==> src/rtl/irqv_pkg.sv <==
package irqv_pkg;
  // Function-code value that marks an interrupt-acknowledge bus cycle
  localparam logic [2:0] FC_IACK = 3'b111;

  // Highest active-high request index plus one; 0 when none
  function automatic int unsigned top_level(input logic [31:0] act, input int unsigned n);
    int unsigned lvl;
    lvl = 0;
    for (int unsigned i = 0; i < n; i++) begin
      if (act[i]) lvl = i + 1;
    end
    return lvl;
  endfunction
endpackage

==> src/rtl/irqv_prio_enc.sv <==
module irqv_prio_enc #(
  parameter int LVL_W = 3,
  localparam int NUM_REQ = (1 << LVL_W) - 1
) (
  input  logic               clk,
  input  logic               rst,
  input  logic [NUM_REQ-1:0] req_n,
  output logic [LVL_W-1:0]   ipl_n,
  output logic [LVL_W-1:0]   lvl_q
);
  import irqv_pkg::*;

  logic [31:0]      act;
  logic [LVL_W-1:0] lvl_d;

  // Active-high request vector, padded to the function width
  always_comb begin
    act = '0;
    for (int i = 0; i < NUM_REQ; i++) act[i] = ~req_n[i];
  end

  always_comb lvl_d = LVL_W'(top_level(act, NUM_REQ));

  always_ff @(posedge clk) begin
    if (rst) begin
      lvl_q <= '0;
      ipl_n <= '1;
    end else begin
      lvl_q <= lvl_d;
      ipl_n <= ~lvl_d;
    end
  end

  p_top_wins_r3: assert property (@(posedge clk) disable iff (rst)
    $past(!req_n[NUM_REQ-1]) |-> (ipl_n == '0));
  p_pending_r2: assert property (@(posedge clk) disable iff (rst)
    $past(!req_n[0]) |-> (ipl_n != '1));
  p_idle_r4: assert property (@(posedge clk) disable iff (rst)
    $past(&req_n) |-> (ipl_n == '1));
endmodule

==> src/rtl/irqv_ack_dec.sv <==
module irqv_ack_dec #(
  parameter int LVL_W = 3
) (
  input  logic             clk,
  input  logic             rst,
  input  logic [2:0]       fc,
  input  logic             as_n,
  input  logic [LVL_W-1:0] addr_lvl,
  input  logic [LVL_W-1:0] cur_lvl,
  output logic             ack_start,
  output logic             vpa_n,
  output logic             mismatch
);
  import irqv_pkg::*;

  logic fc_iack;
  logic ack_on;

  always_comb begin
    fc_iack   = (fc == FC_IACK);
    ack_on    = fc_iack && !as_n;
    ack_start = ack_on && vpa_n;
  end

  always_ff @(posedge clk) begin
    if (rst) begin
      vpa_n    <= 1'b1;
      mismatch <= 1'b0;
    end else begin
      vpa_n <= ~ack_on;
      if (ack_start && (addr_lvl != cur_lvl)) mismatch <= 1'b1;
    end
  end

  p_ack_vpa_r5: assert property (@(posedge clk) disable iff (rst)
    (!as_n && fc == 3'b111) |=> !vpa_n);
  p_no_ack_r6: assert property (@(posedge clk) disable iff (rst)
    (as_n || fc != 3'b111) |=> vpa_n);
  p_mismatch_answered_r9: assert property (@(posedge clk) disable iff (rst)
    (!as_n && fc == 3'b111 && vpa_n && addr_lvl != cur_lvl) |=> (mismatch && !vpa_n));
  p_sticky_r10: assert property (@(posedge clk) disable iff (rst)
    $past(mismatch) |-> mismatch);
endmodule

==> src/rtl/irqv_vec_gen.sv <==
module irqv_vec_gen #(
  parameter int LVL_W    = 3,
  parameter int VEC_W    = 8,
  parameter int ADDR_W   = 10,
  parameter int VEC_BASE = 24
) (
  input  logic              clk,
  input  logic              rst,
  input  logic              load,
  input  logic [LVL_W-1:0]  lvl,
  output logic [VEC_W-1:0]  vec_num,
  output logic [ADDR_W-1:0] vec_addr
);
  localparam int SHIFT = 2;

  logic [VEC_W-1:0] vec_d;

  always_comb vec_d = VEC_W'(VEC_BASE) + VEC_W'(lvl);

  always_ff @(posedge clk) begin
    if (rst) begin
      vec_num  <= '0;
      vec_addr <= '0;
    end else if (load) begin
      vec_num  <= vec_d;
      vec_addr <= ADDR_W'(vec_d) << SHIFT;
    end
  end

  p_vec_load_r7: assert property (@(posedge clk) disable iff (rst)
    load |=> (vec_num == VEC_W'(VEC_BASE) + VEC_W'($past(lvl))));
  p_vec_hold_r7: assert property (@(posedge clk) disable iff (rst)
    !load |=> $stable(vec_num));
  p_addr_align_r8: assert property (@(posedge clk) disable iff (rst)
    vec_addr[SHIFT-1:0] == '0);
endmodule

==> src/rtl/irq_autovec_glue.sv <==
module irq_autovec_glue #(
  parameter int LVL_W    = 3,
  parameter int VEC_W    = 8,
  parameter int ADDR_W   = 10,
  parameter int VEC_BASE = 24,
  localparam int NUM_REQ = (1 << LVL_W) - 1
) (
  input  logic               clk,
  input  logic               rst,
  input  logic [NUM_REQ-1:0] req_n,
  output logic [LVL_W-1:0]   ipl_n,
  input  logic [2:0]         fc,
  input  logic [LVL_W-1:0]   addr_lvl,
  input  logic               as_n,
  output logic               vpa_n,
  output logic [VEC_W-1:0]   vec_num,
  output logic [ADDR_W-1:0]  vec_addr,
  output logic               ack_mismatch
);
  logic [LVL_W-1:0] lvl_q;
  logic             ack_start;

  irqv_prio_enc #(.LVL_W(LVL_W)) u_enc (
    .clk(clk), .rst(rst), .req_n(req_n), .ipl_n(ipl_n), .lvl_q(lvl_q)
  );

  irqv_ack_dec #(.LVL_W(LVL_W)) u_ack (
    .clk(clk), .rst(rst), .fc(fc), .as_n(as_n), .addr_lvl(addr_lvl),
    .cur_lvl(lvl_q), .ack_start(ack_start), .vpa_n(vpa_n), .mismatch(ack_mismatch)
  );

  irqv_vec_gen #(.LVL_W(LVL_W), .VEC_W(VEC_W), .ADDR_W(ADDR_W), .VEC_BASE(VEC_BASE)) u_vec (
    .clk(clk), .rst(rst), .load(ack_start), .lvl(addr_lvl),
    .vec_num(vec_num), .vec_addr(vec_addr)
  );
endmodule

==> config.mk <==
export PLATFORM = sky130hd
export DESIGN_NAME = irq_autovec_glue
export DESIGN_NICKNAME = d
export VERILOG_FILES = /design/src/rtl/irqv_pkg.sv /design/src/rtl/irqv_prio_enc.sv /design/src/rtl/irqv_ack_dec.sv /design/src/rtl/irqv_vec_gen.sv /design/src/rtl/irq_autovec_glue.sv
export SDC_FILE = /design/constraint.sdc
export NUM_CORES = 1
export LEC_CHECK = 0
export ABC_CLOCK_PERIOD_IN_PS = 2500
export BUFFER_PORTS_ARGS = -buffer_cell sky130_fd_sc_hd__buf_4
export CORE_UTILIZATION = 40
export CTS_CLUSTER_SIZE = 40
export DETAILED_ROUTE_END_ITERATION = 6
export PLACE_DENSITY = 0.78
export RECOVER_POWER = 100
export SYNTH_ARGS = -nofsm -noshare
export SYNTH_HDL_FRONTEND = slang
export SYNTH_SLANG_ARGS = --single-unit
==> constraint.sdc <==
create_clock -name clk -period 2.5 [get_ports clk]
set_input_delay 0.375 -clock clk [delete_from_list [all_inputs] [get_ports clk]]
set_output_delay 0.375 -clock clk [all_outputs]
set_load 0.005 [all_outputs]
## After elaboration in Yosys (flattened, before gate mapping)

Index checks and enable logic that the tools add are counted.

| storage, ports and cells | value |
|---|---|
| register bits after elaboration | 16 |
| input bits | 16 |
| output and inout bits | 23 |
| word-level logic and storage cells | 21 |

| cells by class | value |
|---|---|
| $add $sub $neg | 1 |
| equal/unequal tests | 2 |
| muxes and demuxes | 7 |
| bitwise gates (word level) | 2 |
| reductions and logical operators | 4 |

Operator list:

| kind | number |
|---|---|
| 3-bit two-way mux | 4 |
| 5-bit by 3-bit adder with 6-bit output (first input constant) | 1 |
| 2-bit two-way mux | 2 |
| 3-bit == test (second input constant) | 1 |
| 1-bit logical AND | 3 |
| 3-bit inequality test | 1 |
| 3-bit inverter | 1 |
| 1-bit zero test | 1 |
| 1-bit two-way mux | 1 |
| 1-bit inverter | 1 |

## Depth between registers and ports, before layout

| logic depth | value |
|---|---|
| depth after elaboration | 8 |
| gate-level depth with buffers | 5 |
| mapped depth without buffers | 4 |

## Cells and area by module

A second synthesis with hierarchy kept.

| second synthesis, totals | value |
|---|---|
| cells, all modules | 58 |
| area, all modules | 544.3 µm² |

Modules (own cells, without submodules):

| module | instances | cells each | area an instance (µm²) | sequential area each (µm²) |
|---|---|---|---|---|
| irqv_vec_gen | 1 | 27 | 237.7 | 80.1 |
| irqv_prio_enc | 1 | 20 | 200.2 | 120.1 |
| irqv_ack_dec | 1 | 11 | 106.4 | 40.0 |

## Least setup slack after synthesis

OpenSTA, ideal clock, no wires.

| timing | value |
|---|---|
| kind | input -> register |
| from | input as_n |
| to | register u_vec.vec_num[0] |
| setup time | 0.119 ns |
| data arrival time | 0.914 ns |
| data required time | 2.381 ns |
| slack | 1.467 ns |
| cell stages on the path | 5 |
| path buffers | 1 |
| cell sequence | and4b_1 buf_6 nand2_2 nand2_1 a21oi_2 |

| between the ends | value |
|---|---|
| cells in the longest elaborated chain, start to end | 3 |

Ends and longest elaborated chain:

| what | RTL line | text |
|---|---|---|
| from (decl) | irq_autovec_glue.sv:14 | `input logic as_n,` |
| 1-bit zero test | irqv_ack_dec.sv:21 | `ack_on = fc_iack && !as_n;` |
| 1-bit logical AND | irqv_ack_dec.sv:21 |  |
| 1-bit logical AND | irqv_ack_dec.sv:22 | `ack_start = ack_on && vpa_n;` |
| to (signal assigned) | irqv_vec_gen.sv:25 | `vec_num <= vec_d;` |
| to (decl) | irqv_vec_gen.sv:11 | `output logic [VEC_W-1:0] vec_num,` |

Every way passes these cells.
A chain may end at the register's enable or synchronous reset.

## Worst setup path after layout

| timing | value |
|---|---|
| from | register u_ack.vpa_n |
| to | output vpa_n |

RTL lines:

| what | RTL line | text |
|---|---|---|
| from (decl) | irqv_ack_dec.sv:11 | `output logic vpa_n,` |
| from (signal assigned) | irqv_ack_dec.sv:30 | `vpa_n <= ~ack_on;` |
| to (decl) | irq_autovec_glue.sv:15 | `output logic vpa_n,` |

No word-level cell between the ends.

==> run metrics <==
status=completed; pre-CTS WS=between 1000 and 1500 ps; kind of critical path=flop to output pin; final setup vio count=0; largest net degree at the start of global routing=12; H-tree Lvls=1; max-slew violations=0; Final Wtd Congestion=0.6596; post-DP HPWL=roughly 800 microns; P per Cell Area=567.8 nW/um^2; Util after Layout=55.77%; Total Nets Final=~100; hold-fix buffer count after cts=0; Post-CTS Setup Inserts=0; CTS tree=yes; Starting Density=a little over two fifths; WP data required=between 2000 and 2500 ps; slowest CP cell=dfxtp_1; # Max-Cap Violations=0; WP buf/inv=1; I/O Buffers=30; Die X=just under 40 microns; I/O pin count=39; number of DRC markers in iteration 0=5; CTS clk-pin slew, worst paths=about 80 ps; Final TNS setup=0 ps; post-place instance area=710.7 sq um; Max FO, Critical Path=7; fill count=125; final non-filler cell total=101; Worst EP arrival=around 870 ps; Via density=4.614; Routed WL per cell=~9.7 microns; Netlist cell types=23; Worst Skew=between 3 and 4 ps; PostCTS Resize Cnt=0; Yosys warnings=0; final worst slack=between 1000 and 1500 ps; Leak=between 0.3 and 0.4 nW; Hold Crit Class=primary input to flop; Worst IR Drop VDD=around 390 uV; area added between synthesis and finish=29.18%; fmax=~800 MHz; max incr delay on CP=between 400 and 500 ps; Final Hold Fails=0; delay-heaviest family, CP=flip-flops; Mapped Cells=about 60; critical path cell sequence=clkbuf_4; Die ar.=between 1500 and 2000 sq um; first-pass GRT wire length=1.545 mm; total track usage=15.18%; min cycle time layout=between 1000 and 1500 ps; Synth Area per Inst=approximately 9.2 sq um; fraction of layout cells with a size suffix above 1=between 30% and 40%; first-pass iteration count of the detailed router=4; Std-Cell Rows=13; post-synthesis sequential area ratio=between 40% and 50%; Post-Syn Area=roughly 560 sq um; Seq cells post-synth=12; Inst Count DP=97; startpoint types=flop; Die Ht=39.48 microns; Clk Latency, worst-skew pair=260 ps; antenna diode count=0; CTS Buf Count=3; grt ovf=0; drt drc=0; CTS Buffer Depth=2; Routed Antenna Nets=0; RSZ-0062 raised after global routing=false; final wirelength=slightly below 1 mm; vias in the first global route=378; clk sink count=12; initial antenna violation count=0; Core ar.=roughly 1300 sq um; Final Cycle Share=between 40% and 50%; crit end category=output pin; Vias=between 400 and 500; clock root cell=clkbuf_4; post-route cell area=approximately 730 sq um
==> per-layer routing <==
layer  GRT usage [%]  vias up  share of wire (%)
met3           3.409        0                8.7
met4           7.759        0                  0
li1                -      232                  -
met2           27.46       27                 56
met1           16.03      207                 35
met5               0        -                  0
==> state kept, by name, indices dropped and copies added (netlist names) <==
register        count
u_vec.vec_num       4
u_enc.ipl_n         3
u_enc.lvl_q         3
u_ack.mismatch      1
u_ack.vpa_n         1
==> cells by family after synthesis <==
family | synth area share [%]
flops | 42.76
simple gates | 13.59
xor+xnor | 4.678
buf+inv | 23.61
other cells | 0.6675
compound gates | 14.70
==> final timing paths <==
path / to / depth (start not counted) / startpoint / slack [ps]
worst max register to register: u_ack.mismatch / 4 / u_enc.lvl_q[1] / 1630
worst min-delay path: u_enc.lvl_q[0] / 2 / req_n[6] / 330
worst max-delay path: vpa_n / 1 / u_ack.vpa_n / 1250
worst min register to register: u_ack.mismatch / 2 / u_ack.mismatch / 480
==> power breakdown <==
part	internal [W]	switching (W)	total, W	leakage, nW
Combinational	0.0000339	0.0000235	0.0000575	0.220
Clock	0.0000883	0.0000613	0.000150	0.0210
Sequential	0.000200	0.00000441	0.000205	0.0992
Total	0.000323	0.0000893	0.000412	0.341
==> Yosys cell counts <==
cell,number,area share (%)
a21oi_2,3,4.7
nand3_1,5,4.5
conb_1,1,0.67
o22ai_1,1,1.1
nor2_1,2,1.3
nand2b_1,2,2.2
a41oi_1,1,1.6
buf_4,14,19
a31oi_1,1,1.1
o21ai_1,1,0.89
a31o_2,1,1.6
xnor2_1,3,4.7
a21boi_1,1,1.3
dfxtp_1,12,43
buf_6,1,2.0
buf_2,1,0.89
o22a_1,1,1.6
nand2_2,1,1.1
nand2_1,4,2.7
and4b_1,1,1.8
inv_2,1,0.67
inv_1,2,1.3
a21oi_1,1,0.89
==> layout by cell type, fill, tap and decap left out, types with 2 or more instances in the layout <==
cell type / instances
a21oi_1: 3
buf_4: 13
clkbuf_1: 2
clkbuf_4: 17
conb_1: 8
dfxtp_1: 12
inv_1: 3
nand2_1: 5
nand2b_1: 2
nand3_1: 5
nor2_1: 2
xnor2_1: 3
==> area by class of cell <==
type | instances | area, sq um | share of cell area (%)
sequential | 12 | 240.2 | 33.10
timing repair buffer | 30 | 214.0 | 29.48
multi-input combinational | 37 | 205.2 | 28.28
clock buffer | 4 | 36.28 | 5.000
tap | 15 | 18.77 | 2.586
inverter | 3 | 11.26 | 1.552
==> metrics by stage <==
step / hold WS, ps / power [W]
floorplan: 460.5 / 0.0002476
finish: 329.0 / 0.0004120
global route: 326.4 / 0.0004333
detailed placement: 459.5 / 0.0002705
CTS: 325.3 / 0.0004206
global placement: 461.3 / 0.0002689
Note: power is estimated with default switching activity, not from simulation.
